### src/rtl/rtc_regbank.sv
module rtc_regbank (
  input  logic       clk,
  input  logic       rst_n,
  input  logic       sys_reset,
  input  logic       bus_en,
  input  logic       bus_we,
  input  logic       bus_addr,
  input  logic [7:0] bus_wdata,
  output logic [7:0] bus_rdata,
  input  logic       upd_begin,
  input  logic       upd_done,
  input  logic       alarm_match,
  input  logic       periodic_tick,
  output logic [7:0] ctrl_a,
  output logic [7:0] ctrl_b,
  output logic       irq
);
  localparam int NREG = 128;
  localparam logic [6:0] IX_A = 7'd10, IX_B = 7'd11, IX_C = 7'd12, IX_D = 7'd13;
  localparam logic [7:0] B_CLR_ON_RST = 8'h68;

  logic [6:0] idx;
  logic [7:0] mem [NREG];
  logic       uip;
  logic [6:0] a_lo;
  logic [7:0] b_reg, c_reg;

  wire wr_idx  = bus_en & bus_we & ~bus_addr;
  wire wr_dat  = bus_en & bus_we & bus_addr;
  wire rd_any  = bus_en & ~bus_we;
  wire sel_a   = idx == IX_A;
  wire sel_b   = idx == IX_B;
  wire sel_c   = idx == IX_C;
  wire sel_d   = idx == IX_D;
  wire sel_mem = !(sel_a | sel_b | sel_c | sel_d);
  wire rd_c    = rd_any & bus_addr & sel_c;
  wire wr_bset = wr_dat & sel_b & bus_wdata[7];

  wire ev_pf = periodic_tick & b_reg[6];
  wire ev_af = alarm_match & b_reg[5];
  wire ev_ui = upd_done & b_reg[4];
  wire [7:0] new_flags = {ev_pf | ev_af | ev_ui, ev_pf, ev_af, upd_done, 4'h0};

  assign ctrl_a = {uip, a_lo};
  assign ctrl_b = b_reg;
  assign irq    = c_reg[7];

  always_ff @(posedge clk or negedge rst_n)
    if (!rst_n) idx <= '0;
    else if (wr_idx) idx <= bus_wdata[6:0];

  always_ff @(posedge clk or negedge rst_n)
    if (!rst_n) begin
      for (int i = 0; i < NREG; i++) mem[i] <= '0;
    end else if (wr_dat && sel_mem) mem[idx] <= bus_wdata;

  always_ff @(posedge clk or negedge rst_n)
    if (!rst_n) a_lo <= 7'h26;
    else if (wr_dat && sel_a) a_lo <= bus_wdata[6:0];

  always_ff @(posedge clk or negedge rst_n)
    if (!rst_n) uip <= 1'b0;
    else if (wr_bset || upd_done) uip <= 1'b0;
    else if (upd_begin && !b_reg[7]) uip <= 1'b1;

  always_ff @(posedge clk or negedge rst_n)
    if (!rst_n) b_reg <= 8'h02;
    else if (sys_reset) b_reg <= b_reg & ~B_CLR_ON_RST;
    else if (wr_dat && sel_b) b_reg <= bus_wdata[7] ? (bus_wdata & 8'hEF) : bus_wdata;

  always_ff @(posedge clk or negedge rst_n)
    if (!rst_n) c_reg <= '0;
    else if (sys_reset) c_reg <= '0;
    else c_reg <= (rd_c ? 8'h00 : c_reg) | new_flags;

  always_ff @(posedge clk or negedge rst_n)
    if (!rst_n) bus_rdata <= '0;
    else if (rd_any) begin
      if (!bus_addr)  bus_rdata <= 8'hFF;
      else if (sel_a) bus_rdata <= {uip, a_lo};
      else if (sel_b) bus_rdata <= b_reg;
      else if (sel_c) bus_rdata <= c_reg;
      else if (sel_d) bus_rdata <= 8'h80;
      else            bus_rdata <= mem[idx];
    end

  p_uip_kept_r3: assert property (@(posedge clk) disable iff (!rst_n)
    (wr_dat && sel_a && !upd_done && !upd_begin) |=> ctrl_a[7] == $past(ctrl_a[7]));

  p_set_side_r5: assert property (@(posedge clk) disable iff (!rst_n)
    wr_bset |=> (!ctrl_a[7] && !ctrl_b[4]));

  p_rdc_clear_r6: assert property (@(posedge clk) disable iff (!rst_n)
    (rd_c && !upd_done && !alarm_match && !periodic_tick) |=> (c_reg == 8'h00 && !irq));

  p_uf_always_r7: assert property (@(posedge clk) disable iff (!rst_n)
    (upd_done && !sys_reset) |=> (c_reg[4] && !ctrl_a[7]));

  p_no_ui_irq_r7: assert property (@(posedge clk) disable iff (!rst_n)
    (upd_done && !ctrl_b[4] && !irq && !alarm_match && !periodic_tick) |=> !irq);

  p_sysrst_r11: assert property (@(posedge clk) disable iff (!rst_n)
    sys_reset |=> ((ctrl_b & B_CLR_ON_RST) == 8'h00 && !irq));

  p_survive_r12: assert property (@(posedge clk) disable iff (!rst_n)
    (rd_c && upd_done && !sys_reset) |=> c_reg[4]);
endmodule

### config.mk
export PLATFORM = sky130hd
export DESIGN_NAME = rtc_regbank
export DESIGN_NICKNAME = d
export VERILOG_FILES = /design/src/rtl/rtc_regbank.sv
export SDC_FILE = /design/constraint.sdc
export NUM_CORES = 1
export LEC_CHECK = 0
export BUFFER_PORTS_ARGS = -buffer_cell sky130_fd_sc_hd__buf_4
export CAP_MARGIN = 10
export CORE_MARGIN = 5
export CORE_UTILIZATION = 55
export CTS_BUF_LIST = sky130_fd_sc_hd__clkbuf_2 sky130_fd_sc_hd__clkbuf_4 sky130_fd_sc_hd__clkbuf_8
export CTS_CLUSTER_DIAMETER = 200
export DETAILED_ROUTE_END_ITERATION = 7
export PLACE_DENSITY_LB_ADDON = 0.05
export SYNTH_ARGS = -nofsm -noshare
export SYNTH_HDL_FRONTEND = slang
export SYNTH_SLANG_ARGS = --single-unit
### constraint.sdc
create_clock -name clk -period 6.9 [get_ports clk]
set_input_delay 0 -clock clk [delete_from_list [all_inputs] [get_ports clk]]
set_output_delay 0 -clock clk [all_outputs]
set_load 0.05 [all_outputs]
======== Word-level counts from Yosys, hierarchy flattened ========
Cells that the tools add are included.
operators by class
  eq/ne operators ......................... 4
  multiplexer cells ....................... 18
  reduce and logical (&&, ||, !) cells .... 11
  magnitude comparators ................... 2
  bitwise operators ....................... 21
operator list
  kind                                                         count
  bitwise mux 1024 bit                                         1
  2-to-1 mux 8 bit                                             11
  binary-select mux 8 bit (select 7 bit)                       1
  demux 8 bit (select 7 bit)                                   1
  == test 7 x 4 -> 1 bit (second input constant)               4
  2-to-1 mux 7 bit                                             2
  bitwise AND 1 bit                                            11
  greater-or-equal comparator 8 bit (second input constant)    1
  less-than comparator 8 x 1 -> 1 bit (second input constant)  1
  NOT 7 -> 8 bit                                               1
  bitwise OR 8 bit                                             1
  logical AND 1 bit                                            5
  bitwise OR 1 bit                                             5
  nonzero test 2 bit                                           2
  NOT 1 bit                                                    3
  zero test 1 bit                                              2
  2-to-1 mux 1 bit                                             2
  AND reduction 2 bit                                          1
  logical OR 1 bit                                             1
word-level totals
  input bits .............................. 18
  output and inout port bits .............. 25
  word-level logic and storage cells ...... 191
  register bits after elaboration ......... 1063

======== Longest topological paths before layout ========
  word-level depth ........................ 9
  gate-level depth with buffers ........... 13
  mapped depth without buffers ............ 7

======== Least setup slack after synthesis ========
Ideal clock, no wire load.
  path kind ............................... reg2reg
  start ................................... register idx[2]
  end ..................................... register bus_rdata[2]
  clock period less this slack ............ 2.366 ns
  stages on the path, launching flop included .. 11
  path slack .............................. 4.534 ns
  setup time .............................. 0.128 ns
  arrival time ............................ 2.238 ns
  buffers on the path ..................... 5
  data required time ...................... 6.772 ns
  cells stage by stage .................... dfrtp_1 buf_6 buf_4 buf_2 buf_2 buf_4 mux4_2 a221oi_1 o32ai_1 nor4_1 o22ai_1
on the way
  cells in the longest elaborated chain, start to end .. 9
  elaborated cells between the ends (all ways) .. 13
  classes of those cells .................. 4 x eq/ne; 8 x mux; 1 x bitwise
ends and longest elaborated chain
  what                                                 RTL line  source
  start: declaration                                   22        logic [6:0] idx;
  start signal: assignment                             50        else if (wr_idx) idx <= bus_wdata[6:0];
  NOT 7 -> 8 bit (implied by the code)                 84        else bus_rdata <= mem[idx];
  binary-select mux 8 bit (select 7 bit)               84
  2-to-1 mux 8 bit (implied by the code) (2 in a row)  84
  2-to-1 mux 8 bit                                     83        else if (sel_d) bus_rdata <= 8'h80;
  2-to-1 mux 8 bit                                     82        else if (sel_c) bus_rdata <= c_reg;
  2-to-1 mux 8 bit                                     81        else if (sel_b) bus_rdata <= b_reg;
  2-to-1 mux 8 bit *                                   80        else if (sel_a) bus_rdata <= {uip, a_lo};
  2-to-1 mux 8 bit *                                   79        if (!bus_addr) bus_rdata <= 8'hFF;
  end signal: assignment                               80
  end signal: assignment                               81
  end signal: assignment                               82
  end: declaration                                     9         output logic [7:0] bus_rdata,
Every way passes the cells marked *; elsewhere a longest branch is shown, timed or not. The select of a mux whose other input is x is not followed.
A chain may end at the register's enable or synchronous reset.

======== Worst setup path in the final report ========
  start ................................... register idx[0]
  end ..................................... register bus_rdata[1]
The elaborated chain is that of the path after synthesis.

==> run metrics <==
status=completed; final RePlAce weighted congestion=0.923; Biggest register=mem; final hold vios=0; synthesis-stage register bit count=1058; CP max-delay cell=dfrtp_4; Horiz. Die Dim=307 um; via-per-instance ratio=6.65; Crit path arrival time=5.08 ns; Post-layout nets=3581; commonest non-fill, non-tap cell in the layout=mux2_2; # setup viols final=0; Clk network pwr share=36.5%; fill count=6822; most frequent cells in the layout=1090 x mux2_2, 1050 x dfrtp_1, 217 x clkbuf_8, 126 x nand2_1, 116 x buf_4; Port-buffer cells=42; sequential area share after synthesis=54.6%; root buf cell=clkbuf_8; CTS tree=done; critical path's largest stage delay=0.80 ns; Mapped Cells=3538; largest net degree at the start of global routing=198; Setup CP Type=flip-flop to flip-flop; Clk pin slew, worst setup/hold paths=0.06 ns; CTS Sinks=1058; DRT antenna net count=0; RSZ-0062 raised after global routing=no; Worst Path Buf+Inv=3; leakage=25.4 nW; sw frac=30.5%; Routed Wire Length=157 mm; post_cts resized=0; Power Internal=0.0107 W; worst path required time=7.65 ns; dpl hpwl=96.6 mm; chip height=307 um; Synth async-reset ratio=100%; Final Max Tran Viols=0; Post-Route Setup TNS=0 ns; hold buffer count at cts=27; pwr dens=289 nW/um^2; Syn Std Cell Area=48500 sq um; clock skew=0.0565 ns; crit-path leading delay family=compound AO/OA/AOI/OAI gates; initial antenna violation count=9; Core Footprint=88000 sq um; Tmin final=4.33 ns; CP Max Fanout=112; Least-Margin Pin Slew=1.34 ns; Layout area overhead=10.1%; predominant post-synthesis flop cell=dfrtp_1; setup bufs post-CTS=0; Num CTS Buffers=176; CP Capture Type=flip-flop; I/O pins=43; DRC Markers=0; placed insts=4523; Worst Setup Start Kind=flip-flop; max FFs per register=1023; number of max-cap violations=0; WL per Instance=32.5 um; Seq pwr share=45.3%; row count=109; starting density of the core=55.1%; peak supply drop=0.207 mV; Synth Net Count=3556; clk buf depth=3; crit-path cells=buf_12, inv_2, buf_4, a221o_1, a222oi_1, nor3_1, o31a_1, a311oi_1, a21oi_1; Post-Layout Cell Count=4849; DR iter-0 viols=3366; vias in the first global route=33900; net switching power=0.00470 W; Hold WC Path Type=input port to flip-flop; post-synth top area cell=dfrtp_1; f_max=231 MHz; number of synthesized flops with an enable pin=0; first-pass GRT wire length=234 mm; Synth Warn #=0; library cells used by synthesis=70; Tot GR Track Use=33.4%; Final period util=62.7%; combinational share of power=18.2%; Avg Cell Area, Syn=13.7 sq um; Worst-Skew Late Latency=0.89 ns; H-tree depth=4; largest cells by area after synthesis=dfrtp_1 54%, mux2_2 25%, mux4_2 3.3%; global route total overflow=0; die area=94200 sq um; Util after Layout=60.7%; fraction of layout cells with a size suffix above 1=46.1%; TritonRoute pass-1 iters=5; top cell type's share of synthesized area=54.4%; Vias=32200; max_slew headroom=9.65%
[stage by stage]
stage                     total power [W]  cell area [sq um]  worst slack [ns]  hold WS [ns]
after detailed placement          0.00980              49600              2.74        0.0984
after CTS                          0.0154              53400              2.73        0.0105
after global routing               0.0159              53400              2.47        0.0978
after floorplan                   0.00859              48500              4.53        -0.296
after global placement            0.00973              49600              2.76        0.0936
final                              0.0154              53400              2.57        0.0856
[layout make-up]
| cell class | count | area [sq um] | share of cell area (%) |
|---|---|---|---|
| well taps | 1165 | 1460 | 2.73 |
| diodes | 6 | 15.0 | 0.0281 |
| clock inverters | 14 | 80.1 | 0.150 |
| clock buffers | 279 | 3450 | 6.46 |
| inverters | 8 | 30.0 | 0.0562 |
| flip-flops and latches | 1058 | 26500 | 49.6 |
| multi-input cells | 2169 | 20600 | 38.6 |
| repair buffers | 150 | 1290 | 2.42 |
[logic make-up (layout without fill, tap and decap cells)]
group | count (synthesis) | in the layout | share of synthesized area (%)
AND/OR/NAND/NOR | 405 | 405 | 4.15
buffers and inverters | 311 | 451 | 3.04
AO/OA/AOI/OAI | 513 | 513 | 7.75
other | 0 | 6 | 0
flip-flops | 1058 | 1058 | 54.6
multiplexers | 1251 | 1251 | 30.5
[power groups by stage]
stage | clock [W] | combinational [W] | sequential (W)
after global routing | 0.00598 | 0.00290 | 0.00703
final | 0.00563 | 0.00281 | 0.00699
after detailed placement | 0 | 0.00273 | 0.00708
after CTS | 0.00570 | 0.00274 | 0.00697
after floorplan | 0 | 0.00161 | 0.00698
after global placement | 0 | 0.00268 | 0.00705
[synthesized netlist by cell type, drive strengths merged, types with 10 or more instances]
cell     number
a21oi        94
a31oi        10
dfrtp      1054
o2bb2ai      16
o221ai       12
nor2        178
buf         117
nand3        22
mux4         72
o211ai       16
a211oi       10
nor3         13
o21ai        74
a22oi        82
nand2       126
mux2i        87
o22ai        12
a221oi       81
a22o         18
mux2       1092
clkbuf      186
a221o        40
[worst paths after layout]
check	start	cells after the start	end	slack, ns
max in group asynchronous	rst_n	5	mem[538]$_DFFE_PN0P_	5.12
min in group asynchronous	rst_n	4	mem[215]$_DFFE_PN0P_	0.44
setup reg to reg	idx[0]$_DFFE_PN0P_	9	bus_rdata[1]$_DFFE_PN0P_	2.57
hold reg to reg	mem[927]$_DFFE_PN0P_	0	mem[927]$_DFFE_PN0P_	0.37
setup / recovery	idx[0]$_DFFE_PN0P_	9	bus_rdata[1]$_DFFE_PN0P_	2.57
hold / removal	sys_reset	4	ctrl_b[4]$_DFFE_PN0P_	0.09
[metal layers]
metal  vias to the layer above  GRT usage [%]  wire (um)
li1                      13200              -          -
met1                     17100           46.4      64700
met2                      1537           50.5      71200
met3                       410           9.28      14700
met4                         6           13.3       6840
met5                         -              0         44
[worst min-delay path, cell delays in order]
cell and delay (ns):
dlygate4sd3_1 0.53, buf_4 0.16, nor4_2 0.10, o21ai_0 0.14
(Power assumes the default switching activity.)
